--- src/rtl/ras_pkg.sv ---
package ras_pkg;

    localparam logic [6:0] OPC_JAL  = 7'b1101111;
    localparam logic [6:0] OPC_JALR = 7'b1100111;
    localparam logic [4:0] REG_ZERO = 5'd0;
    localparam logic [4:0] REG_LINK = 5'd1;

    typedef enum logic [1:0] {
        ACT_NONE = 2'd0,
        ACT_PUSH = 2'd1,
        ACT_POP  = 2'd2
    } ras_act_e;

    typedef struct packed {
        logic [6:0] opcode;
        logic [4:0] rd;
        logic [4:0] rs1;
    } ras_fields_t;

    function automatic ras_act_e ras_classify_fn(ras_fields_t f);
        ras_act_e a;
        a = ACT_NONE;
        if ((f.opcode == OPC_JAL || f.opcode == OPC_JALR) && f.rd == REG_LINK)
            a = ACT_PUSH;
        else if (f.opcode == OPC_JALR && f.rd == REG_ZERO && f.rs1 == REG_LINK)
            a = ACT_POP;
        return a;
    endfunction

endpackage

--- src/rtl/ras_classify.sv ---
module ras_classify
    import ras_pkg::*;
(
    input  logic        slot_valid,
    input  logic        slot_kill,
    input  ras_fields_t fields,
    output ras_act_e    act
);
    always_comb begin
        if (slot_valid && !slot_kill)
            act = ras_classify_fn(fields);
        else
            act = ACT_NONE;
    end
endmodule

--- src/rtl/ras_stack.sv ---
module ras_stack #(
    parameter int XLEN  = 32,
    parameter int DEPTH = 8,
    localparam int IW   = (DEPTH > 1) ? $clog2(DEPTH) : 1,
    localparam int OW   = $clog2(DEPTH + 1)
) (
    input  logic            clk,
    input  logic            rst,
    input  logic            push,
    input  logic            pop,
    input  logic [XLEN-1:0] push_data,
    output logic [XLEN-1:0] top_data,
    output logic [OW-1:0]   occ,
    output logic [IW-1:0]   top_idx
);
    localparam logic [IW-1:0] LAST_IDX = IW'(DEPTH - 1);
    localparam logic [OW-1:0] FULL_OCC = OW'(DEPTH);

    logic [XLEN-1:0] slot_q [DEPTH];
    logic [IW-1:0]   inc_idx;
    logic [IW-1:0]   dec_idx;

    assign inc_idx  = (top_idx == LAST_IDX) ? '0 : top_idx + 1'b1;
    assign dec_idx  = (top_idx == '0) ? LAST_IDX : top_idx - 1'b1;
    assign top_data = slot_q[top_idx];

    // Each slot is written only by a push that lands on it; a full-stack
    // push lands on the oldest slot and thereby drops it.
    for (genvar i = 0; i < DEPTH; i++) begin : g_slot
        always_ff @(posedge clk) begin
            if (rst)
                slot_q[i] <= '0;
            else if (push && inc_idx == IW'(i))
                slot_q[i] <= push_data;
        end
    end

    always_ff @(posedge clk) begin
        if (rst) begin
            top_idx <= LAST_IDX;
            occ     <= '0;
        end else if (push) begin
            top_idx <= inc_idx;
            if (occ != FULL_OCC)
                occ <= occ + 1'b1;
        end else if (pop) begin
            top_idx <= dec_idx;
            occ     <= occ - 1'b1;
        end
    end
endmodule

--- src/rtl/ras_predictor.sv ---
module ras_predictor
    import ras_pkg::*;
#(
    parameter int XLEN  = 32,
    parameter int DEPTH = 8
) (
    input  logic            clk,
    input  logic            rst,
    input  logic            dec_valid,
    input  logic            dec_kill,
    input  logic [6:0]      dec_opcode,
    input  logic [4:0]      dec_rd,
    input  logic [4:0]      dec_rs1,
    input  logic [XLEN-1:0] dec_pc,
    output logic            pred_valid,
    output logic [XLEN-1:0] pred_target
);
    localparam int IW = (DEPTH > 1) ? $clog2(DEPTH) : 1;
    localparam int OW = $clog2(DEPTH + 1);

    ras_fields_t     fields;
    ras_act_e        act;
    logic            push_en;
    logic            pop_en;
    logic [XLEN-1:0] link_addr;
    logic [XLEN-1:0] top_data;
    logic [OW-1:0]   occ;
    logic [IW-1:0]   top_idx;

    assign fields    = '{opcode: dec_opcode, rd: dec_rd, rs1: dec_rs1};
    assign link_addr = dec_pc + XLEN'(4);

    ras_classify u_classify (
        .slot_valid (dec_valid),
        .slot_kill  (dec_kill),
        .fields     (fields),
        .act        (act)
    );

    assign push_en = (act == ACT_PUSH);
    assign pop_en  = (act == ACT_POP) && (occ != '0);

    ras_stack #(.XLEN(XLEN), .DEPTH(DEPTH)) u_stack (
        .clk       (clk),
        .rst       (rst),
        .push      (push_en),
        .pop       (pop_en),
        .push_data (link_addr),
        .top_data  (top_data),
        .occ       (occ),
        .top_idx   (top_idx)
    );

    assign pred_valid  = pop_en;
    assign pred_target = pop_en ? top_data : '0;
endmodule

--- config.mk ---
export PLATFORM = sky130hd
export DESIGN_NAME = ras_predictor
export DESIGN_NICKNAME = d
export VERILOG_FILES = /design/src/rtl/ras_pkg.sv /design/src/rtl/ras_classify.sv /design/src/rtl/ras_stack.sv /design/src/rtl/ras_predictor.sv
export SDC_FILE = /design/constraint.sdc
export NUM_CORES = 1
export LEC_CHECK = 0
export ABC_CLOCK_PERIOD_IN_PS = 7500
export BUFFER_PORTS_ARGS = -buffer_cell sky130_fd_sc_hd__buf_2
export CAP_MARGIN = 20
export CORE_MARGIN = 8
export CORE_UTILIZATION = 54
export CTS_BUF_LIST = sky130_fd_sc_hd__clkbuf_16
export CTS_CLUSTER_DIAMETER = 200
export DETAILED_ROUTE_END_ITERATION = 7
export GPL_TIMING_DRIVEN = 1
export HOLD_SLACK_MARGIN = 0.02
export PLACE_DENSITY = 0.72
export SYNTH_ARGS = -nofsm -noshare
export SYNTH_HDL_FRONTEND = slang
export SYNTH_SLANG_ARGS = --single-unit
--- constraint.sdc ---
create_clock -name clk -period 7.5 [get_ports clk]
set_clock_uncertainty 0.1 [all_clocks]
set_input_delay 1.5 -clock clk [delete_from_list [all_inputs] [get_ports clk]]
set_output_delay 1.5 -clock clk [all_outputs]
set_load 0.05 [all_outputs]
Word-level counts from Yosys, hierarchy flattened
Memories as Yosys holds them, arrays and structs flattened. A register that Yosys moved wholly into a read port is not among the register bits. Index checks and enable logic that the tools add are counted.

Logic and storage cells: 100. Output and inout bits: 33. Flip-flop bits (word level): 7. Memories: 1. RAM bits: 256.

Add/sub/neg operators: 5. Bitwise logic cells: 8. Equality and inequality tests: 16. Reduce and logical (&&, ||, !) cells: 21. Muxes and demuxes: 47.

Memories: u_stack.slot_q (words 8, bits a word 32, read ports 1, clocked after Yosys merged registers in 1, wr ports 8, RTL line ras_stack.sv:19) `logic [XLEN-1:0] slot_q [DEPTH];`.

Operators by type and width (count): two-way mux 32 bit (9); adder 32 x 3 -> 32 bit (second input constant) (1); two-way mux 1 bit (26); two-way mux 3 bit (6); equality test 3 bit (second input constant) (5); equality test 7 bit (second input constant) (2); logical AND 1 bit (13); two-way mux 4 bit (3); equality test 5 x 1 -> 1 bit (second input constant) (2); bitwise OR 1 bit (8); equality test 3 x 2 -> 1 bit (second input constant) (2); logical NOT 3 bit (2); two-way mux 2 bit (3); logical NOT 5 bit (1); adder 4 x 1 -> 4 bit (second input constant) (1); inequality test 4 bit (second input constant) (1); nonzero test 4 bit (1); subtractor 4 x 1 -> 4 bit (second input constant) (1); adder 3 x 1 -> 3 bit (second input constant) (1); equality test 3 x 1 -> 1 bit (second input constant) (1); subtractor 3 x 1 -> 3 bit (second input constant) (1); equality test 2 x 1 -> 1 bit (second input constant) (1); equality test 2 bit (second input constant) (1); inequality test 2 bit (second input constant) (1); 4 further kinds (4).

Depth between registers and ports, before layout
Depth after elaboration: 12. Mapped depth: 10. Depth with buffers taken out: 8.

Hierarchy
From an unflattened synthesis, not the netlist that was laid out.

Cells, all modules: 876. Area total of the unflattened synthesis: 13040.0 µm².

Modules (own cells, without submodules): ras_stack (area each 12134.1 µm², cells an instance 737, times used 1); ras_predictor (area each 848.3 µm², cells an instance 131, times used 1); ras_classify (area each 57.6 µm², cells an instance 8, times used 1).

Worst setup path after synthesis
Ideal clock, no wire load.

Path kind: input -> output. Start: input port dec_rd[3]. End: output port pred_target[10]. Slack: 2.048 ns. Stages: 7. Arrival: 3.852 ns. Buffers on the path: 3. Path through: or4b_4 or4_1 buf_2 or2_1 clkbuf_1 buf_2 nor2_1.

Word-level cells in the longest chain between the ends: 9. Elaborated cells between the ends (all ways): 11.

RTL lines: start, declared (RTL line ras_predictor.sv:12) `input logic [4:0] dec_rd,`; logical NOT 5 bit (RTL line ras_pkg.sv:25) `else if (f.opcode == OPC_JALR && f.rd == REG_ZERO && f.rs1 == REG_LINK)`; logical AND 1 bit (2 in series) (RTL line ras_pkg.sv:25); two-way mux 2 bit (RTL line ras_pkg.sv:25); two-way mux 2 bit * (RTL line ras_pkg.sv:23) `if ((f.opcode == OPC_JAL || f.opcode == OPC_JALR) && f.rd == REG_LINK)`; two-way mux 2 bit * (RTL line ras_classify.sv:10) `if (slot_valid && !slot_kill)`; equality test 2 bit * (RTL line ras_predictor.sv:41) `assign pop_en = (act == ACT_POP) && (occ != '0);`; logical AND 1 bit * (RTL line ras_predictor.sv:41); two-way mux 32 bit * (RTL line ras_predictor.sv:55) `assign pred_target = pop_en ? top_data : '0;`; end, declared (RTL line ras_predictor.sv:16) `output logic [XLEN-1:0] pred_target`.

Every way passes the cells marked *; elsewhere a longest branch is shown, timed or not.

Worst setup path after layout
Start: input port dec_rd[3]. End: output port pred_target[20].

The elaborated chain is that of the path after synthesis.

==> reports/qor.yml <==
start_util_pct: 54.9
setup_tns_ns: 0
max_stage_delay_ns: 0.62
vias: 8218
postCtsSetupBuffers: 0
cts_root_buffer: "clkbuf_16"
nFillCells: 1695
die-width_um: 168
crit_chain: "buf_2 > or4b_4 > or4_1 > or2_1 > buf_4 > nor2_1 > buf_2"
antenna_found_initial: 0
synth_cell_types: 46
syn-cell-area_um2: 12400
holdWs_ns: 0.472
yosysWarnings: 0
grt_use_met2_pct: 38.4
grt_pass1_wl_um: 48600
routedWlPerCell_um: 24.8
critPathKind: "input port to output pin"
worstMarginPinSlew_ns: 1.03
grtUsageTotal_pct: 22.4
drtAntennaViolNets: 0
grt.busiest_layer: "met2"
grt_max_degree: 51
gp_congestion: 0.836
cts_tree: "done"
cts.sinks: 266
grt-ovfl-total: 0
critical_path_required_ns: 5.90
cts_made_buffers: 27
hold_path_depth: 2
synth_nets: 977
antenna_cells: 0
chipHeight_um: 168
slew_violations: 0
viasPerCell: 6.41
synthToLayoutAreaGrowth_pct: 12.7
synth_enable_flop_cells: 256
min_path_type: "flip-flop to flip-flop"
status: "completed"
numPortBuffers: 85
critPathSlowestCell: "or4_1"
drive_above_1_share_pct: 22.4
leakagePower_nw: 5.43
drt_iter0_markers: 830
core_um2: 22600
crit_fanout: 19
cts_hold_buffers: 0
dp_hpwl_um: 17600
grtUsageMet1_pct: 28.6
yosysSeqAreaShare_pct: 63.4
cts_max_path_buffers: 3
cts-resized-gates: 0
period_share_pct: 77.1
grt_pass1_vias: 8484
start_kind: "input port"
io-pin-count: 86
finalHoldViolCount: 0
max-cap-violations: 0
endpoint_kind: "output pin"
synthArstFlopShare_pct: 0
layout_commonest_cell: "edfxtp_1"
rows: 55
use_met3_pct: 4.40
worstSkewPairLatency_ns: 0.53
p_per_area_nw_per_um2: 228
wl_um: 31900
crit_family: "simple AND/OR/NAND/NOR gates"
max_freq_ghz: 0.173
first_pass_iters: 7
avgSynthCellArea_um2: 13.6
ys_seq_elements: 266
fin_cells: 1282
r2r_cells: 5
clkSlewWorstSetupHoldPaths_ns: 0.06
final_cell_mix: "edfxtp_1, nor2_1, a21oi_1"
path_common_cell: "buf_2"
crit_arrival_ns: 4.18
syn_inst: 913
drcViolationCount: 0
h-tree-depth: 1
finish.net_count: 1040
worstSetupPathDepth: 7
finalCriticalPeriod_ns: 5.78
path_buf_inv: 3
rsz0062_at_grt: "false"
synthFlopType: "edfxtp_1"
die-area_um2: 28200
place_inst: 1231
ir_drop_v: 0.000202
finalSetupViolations: 0
slew_headroom_pct: 31.1
## metal layers
metal / routed length [µm] / part of all wire, % / vias to the layer above
li1: - / - / 3622
met1: 12300 / 38 / 4074
met2: 15800 / 50 / 453
met3: 3030 / 9.5 / 69
met4: 742 / 2.3 / 0
met5: 0 / 0 / -
## report_power, final
group / total, mW / internal (mW) / switching, mW / leakage (nW)
combinational: 0.138 / 0.0440 / 0.0936 / 2.27
sequential: 1.68 / 1.67 / 0.0125 / 2.72
clock: 1.37 / 0.800 / 0.575 / 0.445
## through the flow
step,setup slack [ns],power [mW],util (%),cell area [µm²]
finish,1.72,3.19,61.9,14000
global route,1.61,3.27,61.9,14000
CTS,1.71,3.20,61.9,14000
detailed placement,1.73,1.85,57.9,13100
global placement,1.81,1.84,57.9,13100
floorplan,2.05,1.79,-,12400
## area by class of cell
class                   count  area [µm²]  area share [%]
clock buffers              27         676            4.82
clock inverters            23         233            1.66
inverters                  11        41.3           0.295
multi-input cells         563        4220            30.1
flip-flops and latches    266        7890            56.3
well taps                 285         357            2.54
repair buffers            107         591            4.21
## flip-flops by register name (all words and copies together) (netlist names), named ones only
signal and count:
u_stack.slot_q 256, u_stack.occ 4, u_stack.top_idx 3
## worst reg2reg max path, cell delays in order, from the launching register on
cell and delay [ns]:
dfxtp_1 0.36, ha_1 0.22, ha_1 0.33, and2_1 0.21, a21o_1 0.75, buf_4 0.48
## Yosys cell counts (all sizes together) (3+ instances only)
master / n / area share (%)
nor2b: 3 / 0.15
nor3: 5 / 0.20
dfxtp: 10 / 1.6
nor4: 7 / 0.35
or3: 5 / 0.25
buf: 22 / 0.82
edfxtp: 256 / 62
nor2: 175 / 5.3
or4: 15 / 0.94
and3: 5 / 0.25
nand3: 24 / 0.97
a21oi: 123 / 4.9
xor2: 8 / 0.56
o21ai: 8 / 0.32
xnor2: 6 / 0.42
o31ai: 10 / 0.60
inv: 11 / 0.33
a21o: 9 / 0.54
a211oi: 3 / 0.18
mux4: 64 / 12
mux2i: 32 / 2.6
nand2: 16 / 0.48
clkbuf: 51 / 1.5
and4: 4 / 0.28
and2: 3 / 0.15
nand4: 12 / 0.60
ha: 10 / 1.0
## worst paths after layout
kind,start,slack (ns),endpoint
setup reg to reg,u_stack.top_idx[0],4.73,u_stack.slot_q[7][12]
hold / removal,u_stack.occ[1],0.47,u_stack.occ[1]
setup / recovery,dec_rd[3],1.72,pred_target[20]
hold reg to reg,u_stack.occ[1],0.47,u_stack.occ[1]
## kinds of logic (layout without fill, tap and decap cells)
kind of cell	count (synthesis)	after routing	share of synthesized area [%]
simple gates	280	280	10.3
compound gates	161	161	7.16
fa+ha+maj	11	11	1.17
flops	266	266	63.4
xor+xnor	14	14	0.986
buf+inv	84	168	2.70
mux	97	97	14.3
(Power assumes the default switching activity.)
